## src/rtl/sector_addr_pkg.sv

```systemverilog
package sector_addr_pkg;
    parameter int SECT_W = 8;
    parameter int CYL_W  = 16;
    parameter int HEAD_W = 4;
    localparam int CNT_W = SECT_W + 1;
    localparam int LIN_W = HEAD_W + CYL_W + SECT_W;

    typedef struct packed {
        logic [HEAD_W-1:0] head;
        logic [CYL_W-1:0]  cyl;
        logic [SECT_W-1:0] sect;
    } disk_addr_t;

    typedef enum logic {
        MODE_GEOM   = 1'b0,
        MODE_LINEAR = 1'b1
    } step_mode_e;

    // Bit of the drive/head byte that selects linear stepping.
    localparam int MODE_BIT = 6;

    function automatic logic [CNT_W-1:0] count_from_taskfile(input logic [SECT_W-1:0] v);
        return (v == '0) ? CNT_W'(1 << SECT_W) : CNT_W'(v);
    endfunction
endpackage

```

## src/rtl/addr_step.sv

```systemverilog
module addr_step
    import sector_addr_pkg::*;
(
    input  disk_addr_t        cur,
    input  step_mode_e        mode,
    input  logic [SECT_W-1:0] spt,
    input  logic [HEAD_W:0]   heads,
    output disk_addr_t        nxt
);
    logic [LIN_W-1:0]  packed_inc;
    logic [SECT_W:0]   sect_inc;
    logic [HEAD_W:0]   head_inc;

    always_comb begin
        packed_inc = cur + LIN_W'(1);
        sect_inc   = {1'b0, cur.sect} + (SECT_W+1)'(1);
        head_inc   = {1'b0, cur.head} + (HEAD_W+1)'(1);
        nxt        = cur;
        if (mode == MODE_LINEAR) begin
            nxt = disk_addr_t'(packed_inc);
        end else if (sect_inc > {1'b0, spt}) begin
            nxt.sect = SECT_W'(1);
            if (head_inc >= heads) begin
                nxt.head = '0;
                nxt.cyl  = cur.cyl + CYL_W'(1);
            end else begin
                nxt.head = head_inc[HEAD_W-1:0];
            end
        end else begin
            nxt.sect = sect_inc[SECT_W-1:0];
        end
    end
endmodule

```

## src/rtl/remain_ctr.sv

```systemverilog
module remain_ctr
    import sector_addr_pkg::*;
(
    input  logic              clk,
    input  logic              rst,
    input  logic              load,
    input  logic [SECT_W-1:0] ld_count,
    input  logic              advance,
    output logic [CNT_W-1:0]  remaining,
    output logic              last_sector,
    output logic              done,
    output logic              move
);
    always_ff @(posedge clk) begin
        if (rst)
            remaining <= '0;
        else if (load)
            remaining <= count_from_taskfile(ld_count);
        else if (advance && remaining != '0)
            remaining <= remaining - CNT_W'(1);
    end

    assign last_sector = (remaining == CNT_W'(1));
    assign done        = (remaining == '0);
    assign move        = advance && !load && (remaining > CNT_W'(1));

    // each accepted advance takes exactly one off the count
    p_count_down_r8: assert property (@(posedge clk) disable iff (rst)
        (advance && !load && remaining != '0) |=> remaining == $past(remaining) - CNT_W'(1));

    // an exhausted transfer ignores further advances
    p_idle_hold_r8: assert property (@(posedge clk) disable iff (rst)
        (advance && !load && remaining == '0) |=> remaining == '0);
endmodule

```

## src/rtl/lin_addr_calc.sv

```systemverilog
module lin_addr_calc
    import sector_addr_pkg::*;
(
    input  logic              clk,
    input  logic              rst,
    input  disk_addr_t        cur,
    input  step_mode_e        mode,
    input  logic [SECT_W-1:0] spt,
    input  logic [HEAD_W:0]   heads,
    output logic [LIN_W-1:0]  lin_addr
);
    localparam int PW = LIN_W + 1;
    logic [PW-1:0] track;
    logic [PW-1:0] flat;

    always_comb begin
        track = PW'(cur.cyl) * PW'(heads) + PW'(cur.head);
        flat  = track * PW'(spt) + PW'(cur.sect) - PW'(1);
    end

    always_ff @(posedge clk) begin
        if (rst)
            lin_addr <= '0;
        else if (mode == MODE_LINEAR)
            lin_addr <= cur;
        else
            lin_addr <= flat[LIN_W-1:0];
    end
endmodule

```

## src/rtl/sector_addr_seq.sv

```systemverilog
module sector_addr_seq
    import sector_addr_pkg::*;
(
    input  logic              clk,
    input  logic              rst,
    input  logic              load,
    input  logic [7:0]        ld_sect,
    input  logic [15:0]       ld_cyl,
    input  logic [7:0]        ld_devhead,
    input  logic [7:0]        ld_count,
    input  logic              advance,
    input  logic [7:0]        spt,
    input  logic [4:0]        heads,
    output logic [7:0]        cur_sect,
    output logic [15:0]       cur_cyl,
    output logic [3:0]        cur_head,
    output logic              lba_mode,
    output logic [8:0]        remaining,
    output logic              last_sector,
    output logic              done,
    output logic [27:0]       lin_addr
);
    disk_addr_t addr_q, addr_nxt;
    step_mode_e mode_q;
    logic       move;

    always_ff @(posedge clk) begin
        if (rst) begin
            addr_q <= '{head: '0, cyl: '0, sect: SECT_W'(1)};
            mode_q <= MODE_GEOM;
        end else if (load) begin
            addr_q <= '{head: ld_devhead[HEAD_W-1:0], cyl: ld_cyl, sect: ld_sect};
            mode_q <= step_mode_e'(ld_devhead[MODE_BIT]);
        end else if (move) begin
            addr_q <= addr_nxt;
        end
    end

    addr_step u_step (
        .cur   (addr_q),
        .mode  (mode_q),
        .spt   (spt),
        .heads (heads),
        .nxt   (addr_nxt)
    );

    remain_ctr u_cnt (
        .clk         (clk),
        .rst         (rst),
        .load        (load),
        .ld_count    (ld_count),
        .advance     (advance),
        .remaining   (remaining),
        .last_sector (last_sector),
        .done        (done),
        .move        (move)
    );

    lin_addr_calc u_lin (
        .clk      (clk),
        .rst      (rst),
        .cur      (addr_q),
        .mode     (mode_q),
        .spt      (spt),
        .heads    (heads),
        .lin_addr (lin_addr)
    );

    assign cur_sect = addr_q.sect;
    assign cur_cyl  = addr_q.cyl;
    assign cur_head = addr_q.head;
    assign lba_mode = (mode_q == MODE_LINEAR);

    // a load beats a simultaneous advance
    p_load_wins_r3: assert property (@(posedge clk) disable iff (rst)
        load |=> (cur_sect == $past(ld_sect) && cur_cyl == $past(ld_cyl)
                  && cur_head == $past(ld_devhead[3:0])));

    // the final sector leaves the address where it is
    p_freeze_last_r7: assert property (@(posedge clk) disable iff (rst)
        (advance && !load && last_sector) |=>
            ($stable(cur_sect) && $stable(cur_cyl) && $stable(cur_head)));

    // a full sector field in linear mode carries out to zero
    p_lin_carry_r4: assert property (@(posedge clk) disable iff (rst)
        (advance && !load && lba_mode && remaining > 9'd1 && cur_sect == 8'hFF)
            |=> cur_sect == 8'h00);

    // a valid geometry sector stays within 1..spt after a step
    p_geom_range_r5: assert property (@(posedge clk) disable iff (rst)
        (advance && !load && !lba_mode && remaining > 9'd1
         && cur_sect != 8'd0 && cur_sect <= spt)
            |=> (cur_sect != 8'd0 && cur_sect <= $past(spt)));
endmodule

```

## config.mk

```make
export PLATFORM = sky130hd
export DESIGN_NAME = sector_addr_seq
export DESIGN_NICKNAME = d
export VERILOG_FILES = /design/src/rtl/sector_addr_pkg.sv /design/src/rtl/addr_step.sv /design/src/rtl/remain_ctr.sv /design/src/rtl/lin_addr_calc.sv /design/src/rtl/sector_addr_seq.sv
export SDC_FILE = /design/constraint.sdc
export NUM_CORES = 1
export LEC_CHECK = 0
export CORE_ASPECT_RATIO = 1.2
export CORE_MARGIN = 2
export CORE_UTILIZATION = 59
export DETAILED_ROUTE_END_ITERATION = 10
export PLACE_DENSITY = 0.81
export RECOVER_POWER = 100
export SYNTH_ARGS = -nofsm -noshare
export SYNTH_HDL_FRONTEND = slang
export SYNTH_SLANG_ARGS = --single-unit
```

## constraint.sdc

```tcl
create_clock -name clk -period 19.52 [get_ports clk]
set_clock_uncertainty 0.15 [all_clocks]
set_input_delay 3.904 -clock clk [delete_from_list [all_inputs] [get_ports clk]]
set_output_delay 3.904 -clock clk [all_outputs]
set_load 0.1 [all_outputs]
```

==> qor.yml, run 1 <==
floorplanning:
  dieWidth_um: 136
  die_h_um: 162
  rows: 57
  pin_count: 125
  core-area_um2: 20400
  start_util_pct: 60.4
  die_area_um2: 22100
cts:
  cts.repair.resized: 0
  clkTransAtPathRegs_ps: 50
  cts_tree: "done"
  clockRootBuffer: "clkbuf_16"
  cts_setup_buffers: 0
  clock-sinks: 66
  numCtsBuffers: 9
  postCtsHoldBufs: 0
  cts_buffer_depth: 2
  clk_latency_ps: 330
  htree_num_levels: 3
logic_synthesis:
  synthXorXnorAreaFrac_pct: 4.73
  ys.flop_type: "dfxtp_1"
  ys_seq_area_share_pct: 10.7
  synth_top_cell_by_area: "fa_1"
  yosys-top-cells-area: "fa_1, ha_1, dfxtp_1, inv_1, nand2_1"
  synth_seq_cells: 66
  ys.warnings.count: 0
  syn_area_um2: 12300
  synth_top_family_by_area: "adder cells"
  synth_top_area_share_pct: 28.7
  synth.most_common_cell: "inv_1"
  syn-num-nets: 1863
  synthMuxAreaShare_pct: 0.741
  synth_edf_count: 0
  syn_area_per_cell_um2: 8.29
  synth_fa_ha_area_share_pct: 43.1
  synth.top_cells.by_count: "inv_1, nand2_1, fa_1"
  async_flop_share_pct: 0
  ys_types: 72
  synthSimpleGateAreaFrac_pct: 20.3
  synth_compound_area_share_pct: 11.1
  syn_inst: 1487
critical_path:
  critPathArrivalTime_ps: 13830
  slowest_stage: "dlygate4sd3_1"
  cpPeakStageDelay_ps: 940
  crit_type: "in -> reg"
  end_kind: "flop"
  cpMostUsedCell: "fa_1"
  critPathBufInv: 5
  cp_max_fo: 17
  critPathTopFamily: "adder cells"
  crit_path_start_kind: "input pin"
  cp_data_required_time_ps: 19550
job:
  max-cap-violations: 1
run_status:
  violations: "capacitance limit, slew limit"
  status: "finished with violations"
timing:
  worstMarginPinSlew_ps: 1530
  finalHoldViolations: 0
  hold_ws_ps: 363
  setup_viol: 0
  finalCriticalPeriod_ps: 13800
  setup_tns_ps: 0
  fin_crit_sh_pct: 70.7
  rsz0062_at_grt: "false"
  max_freq_mhz: 72.5
  relSlewSlack_pct: -2.00
  slew_viol_final: 39
global_routing:
  grt.total_usage_pct: 30.3
  grt_pass1_wl_mm: 53.2
  gr-total-overflow: 0
  antenna_found_initial: 0
  grt_pass1_vias: 11000
  grt_max_degree: 73
place:
  place_congestion: 0.936
  placed_cell_area_um2: 13700
  hpwl_mm: 25.3
  portBuffers: 121
layout:
  fillers: 1699
  area_growth_pct: 12.8
  nets: 1942
  post-route-util_pct: 68.2
  final_cell_area_um2: 13900
  layout-drive-gt1-share_pct: 2.49
  diodes: 0
detailed_routing:
  wl_per_cell_um: 17.5
  dr.pass1.iters: 6
  viasPerCell: 5.78
  routed_wl_mm: 32.0
  route.detailed.drc: 0
  drtAntennaViolNets: 0
  drt_iter0_markers: 793
  vias: 10600
min_path:
  min_path_type: "reg -> reg"
## layout make-up
class	count	area, µm²	share of cell area, %
Clock buffer	11	243	1.75
Clock inverter	3	17.5	0.126
Inverter	243	912	6.56
Multi-Input combinational cell	1119	9840	70.7
Sequential cell	66	1320	9.51
Tap cell	265	332	2.38
Timing Repair Buffer	127	1240	8.94
## layout by cell type (no fill, tap or decap), types with 24 or more instances in the layout
| master | count |
|---|---|
| inv_1 | 242 |
| nand2_1 | 210 |
| and2_1 | 95 |
| dlygate4sd3_1 | 71 |
| a21oi_1 | 70 |
| clkdlybuf4s50_1 | 49 |
| nand3_1 | 24 |
| ha_1 | 142 |
| xnor2_1 | 50 |
| nor2_1 | 97 |
| fa_1 | 177 |
| dfxtp_1 | 65 |
## worst register-to-register path, delay by kind of cell, from the launching register on
family,cells,cell delay [ps]
buffers and inverters,3,140
DFF,1,680
xor gates and xnor gates,2,930
adders and majority gates,10,4480
and+or+nand+nor,4,810
AOI/OAI and AO/OA,13,2650
## per-layer routing
layer,track usage [%],share of wire (%)
met5,0,0
met4,11.2,3.7
met3,5.38,6.6
met2,52.1,50
met1,38.0,40
## sequential cells by signal, indices dropped and copies added (netlist names)
signal           count
cur_cyl             16
cur_head             4
cur_sect             8
lba_mode             1
u_cnt.remaining      9
u_lin.lin_addr      28
## cell families (layout without fill, tap and decap cells)
| logic type | count (synthesis) | count (layout) |
|---|---|---|
| AND/OR/NAND/NOR | 520 | 520 |
| adder cells (fa/ha/maj) | 319 | 319 |
| buffers and inverters | 302 | 384 |
| AO/OA/AOI/OAI | 206 | 206 |
| flip-flops | 66 | 66 |
| XOR/XNOR | 65 | 65 |
| multiplexers | 9 | 9 |
## through the flow
stage          std cells  setup slack (ps)
2_1_floorplan       1487              7410
3_3_place_gp        1820              5900
3_5_place_dp        1820              5840
4_1_cts             1834              6150
5_1_grt             1834              4930
6_report            1834              5720
## path summary, 6_finish.rpt
check,slack (ps),from,cells past startpoint,endpoint
setup / recovery,5720,heads[0],34,u_lin.lin_addr[27]
hold / removal,360,u_cnt.remaining[3],2,u_cnt.remaining[3]
setup reg to reg,9540,cur_cyl[2],32,u_lin.lin_addr[27]
hold reg to reg,360,u_cnt.remaining[3],2,u_cnt.remaining[3]
Power of run 1 is not shown: default switching activity piles up to over one toggle a cycle in this logic, so the estimate is an artifact.
==> run 2: changes to the inputs <==
clock period = 14.4 ns   (was 19.52 ns; I/O delays follow)
==> run 2 against run 1 <==
Against the previous run:
- the run still ends with capacitance limit, slew limit left
- critical endpoint unchanged
- critical path type unchanged
- flip-flop and latch count unchanged
- register-to-register slack got worse by 5200 ps
- first-iteration DRC count decreased by 15%
- non-clock buffer count unchanged
==> qor.yml, run 2 (same netlist as run 1, synthesis figures left out) <==
layout:
  diodes: 0  # unchanged
  layout-drive-gt1-share_pct: 2.61  # +0.13 points
  final_cell_area_um2: 13900  # about the same
  nets: 1942  # unchanged
  regMostFlops: "u_lin.lin_addr"
  layout_common_cells: "inv_1, nand2_1, fa_1"
  fillers: 1674  # -1.5%
  final_cells: 1834  # unchanged
  largest_reg_flops: 28  # unchanged
  area_growth_pct: 12.9  # about the same
  layout_commonest_cell: "inv_1"
detailed_routing:
  viasPerCell: 5.77  # -0.16%
  drtAntennaViolNets: 0  # unchanged
  vias: 10600  # -0.16%
  dr.pass1.iters: 5  # -1
  drt_iter0_markers: 674  # -15%
  route.detailed.drc: 0  # unchanged
  wl_per_cell_um: 17.4  # -0.31%
  routed_wl_mm: 31.9  # -0.31%
floorplanning:
  pin_count: 125  # unchanged
  die_area_um2: 22100  # unchanged
  rows: 57  # unchanged
  start_util_pct: 60.4  # unchanged
  core-area_um2: 20400  # unchanged
  dieWidth_um: 136  # unchanged
  die_h_um: 162  # unchanged
cts:
  cts_buffer_depth: 2  # unchanged
  clock-sinks: 66  # unchanged
  clk_latency_ps: 340  # about the same
  clkTransAtPathRegs_ps: 60  # about the same
  numCtsBuffers: 9  # unchanged
  cts_tree: "done"
  clockRootBuffer: "clkbuf_16"
  postCtsHoldBufs: 0  # unchanged
  htree_num_levels: 3  # unchanged
  cts_setup_buffers: 0  # unchanged
  cts.repair.resized: 0  # unchanged
critical_path:
  cpPeakStageDelay_ps: 930  # about the same
  cp_max_fo: 17  # unchanged
  cp_data_required_time_ps: 14460  # -5090 ps
  crit_type: "in -> reg"
  cpMostUsedCell: "fa_1"
  critPathArrivalTime_ps: 12850  # -980 ps
  end_kind: "flop"
  crit_path_start_kind: "input pin"
  slowest_stage: "dlygate4sd3_1"
run_status:
  status: "finished with violations"
  violations: "capacitance limit, slew limit"
timing:
  worstMarginPinSlew_ps: 1590  # +60.0 ps
  relSlewSlack_pct: -6.00  # -4.0 points
  fin_crit_sh_pct: 88.8
  finalCriticalPeriod_ps: 12790
  setup_viol: 0  # unchanged
  slew_viol_final: 39  # unchanged
  setup_tns_ps: 0  # unchanged
  finalHoldViolations: 0  # unchanged
  rsz0062_at_grt: "false"
  max_freq_mhz: 78.2
place:
  placed_cells: 1820  # unchanged
  portBuffers: 121  # unchanged
  place_congestion: 0.940  # +0.48%
  placed_cell_area_um2: 13700  # unchanged
  hpwl_mm: 25.1  # -0.72%
global_routing:
  grt_pass1_wl_mm: 52.8  # -0.92%
  grt.total_usage_pct: 30.1  # -0.15 points
  grt_pass1_vias: 11000  # -0.018%
  antenna_found_initial: 0  # unchanged
  gr-total-overflow: 0  # unchanged
  grt_max_degree: 73  # unchanged
min_path:
  min_path_type: "reg -> reg"
job:
  max-cap-violations: 1  # unchanged
-- run 2: cell counts in the layout (fill, tap and decap cells not counted) --
No cell type changed its count.
-- run 2: metrics by stage --
step	utilization (%)	setup slack (ps)	hold WS, ps
3_3_place_gp	67.1	1830	346
6_report	68.2	1610	371
3_5_place_dp	67.1	1690	354
2_1_floorplan	-	3310	802
5_1_grt	68.2	976	409
4_1_cts	68.3	2020	363
-- run 2: cell type report --
cell class	count	area (µm²)	area share (%)
Sequential cell	66	1320	9.50
Clock inverter	3	17.5	0.126
Inverter	243	912	6.55
Clock buffer	11	243	1.74
Timing Repair Buffer	127	1240	8.93
Tap cell	265	332	2.38
Multi-Input combinational cell	1119	9850	70.8
-- run 2: routing by layer --
metal | vias to the layer above | GRT usage, % | wire length [µm]
met5 | - | 0 | 0
li1 | 4932 | - | -
met1 | 5159 | 38.4 | 13000
met4 | 0 | 10.6 | 1080
met2 | 415 | 51.1 | 15800
met3 | 79 | 5.88 | 2100
-- run 2: worst paths after layout --
path                              to               start  slack (ps)  cells past startpoint
hold reg to reg   u_cnt.remaining[3]  u_cnt.remaining[3]         370                      2
setup / recovery  u_lin.lin_addr[27]            heads[0]        1610                     34
setup reg to reg  u_lin.lin_addr[27]          cur_cyl[3]        4350                     32
hold / removal    u_cnt.remaining[3]  u_cnt.remaining[3]         370                      2
-- run 2: critical path, delay by kind of cell --
kind,cells,cell delay [ps]
xor gates and xnor gates,2,910
and+or+nand+nor,4,730
buffers and inverters,5,1140
AOI/OAI and AO/OA,13,2840
adders and majority gates,10,4310
Power of run 2 is left out for the same reason.
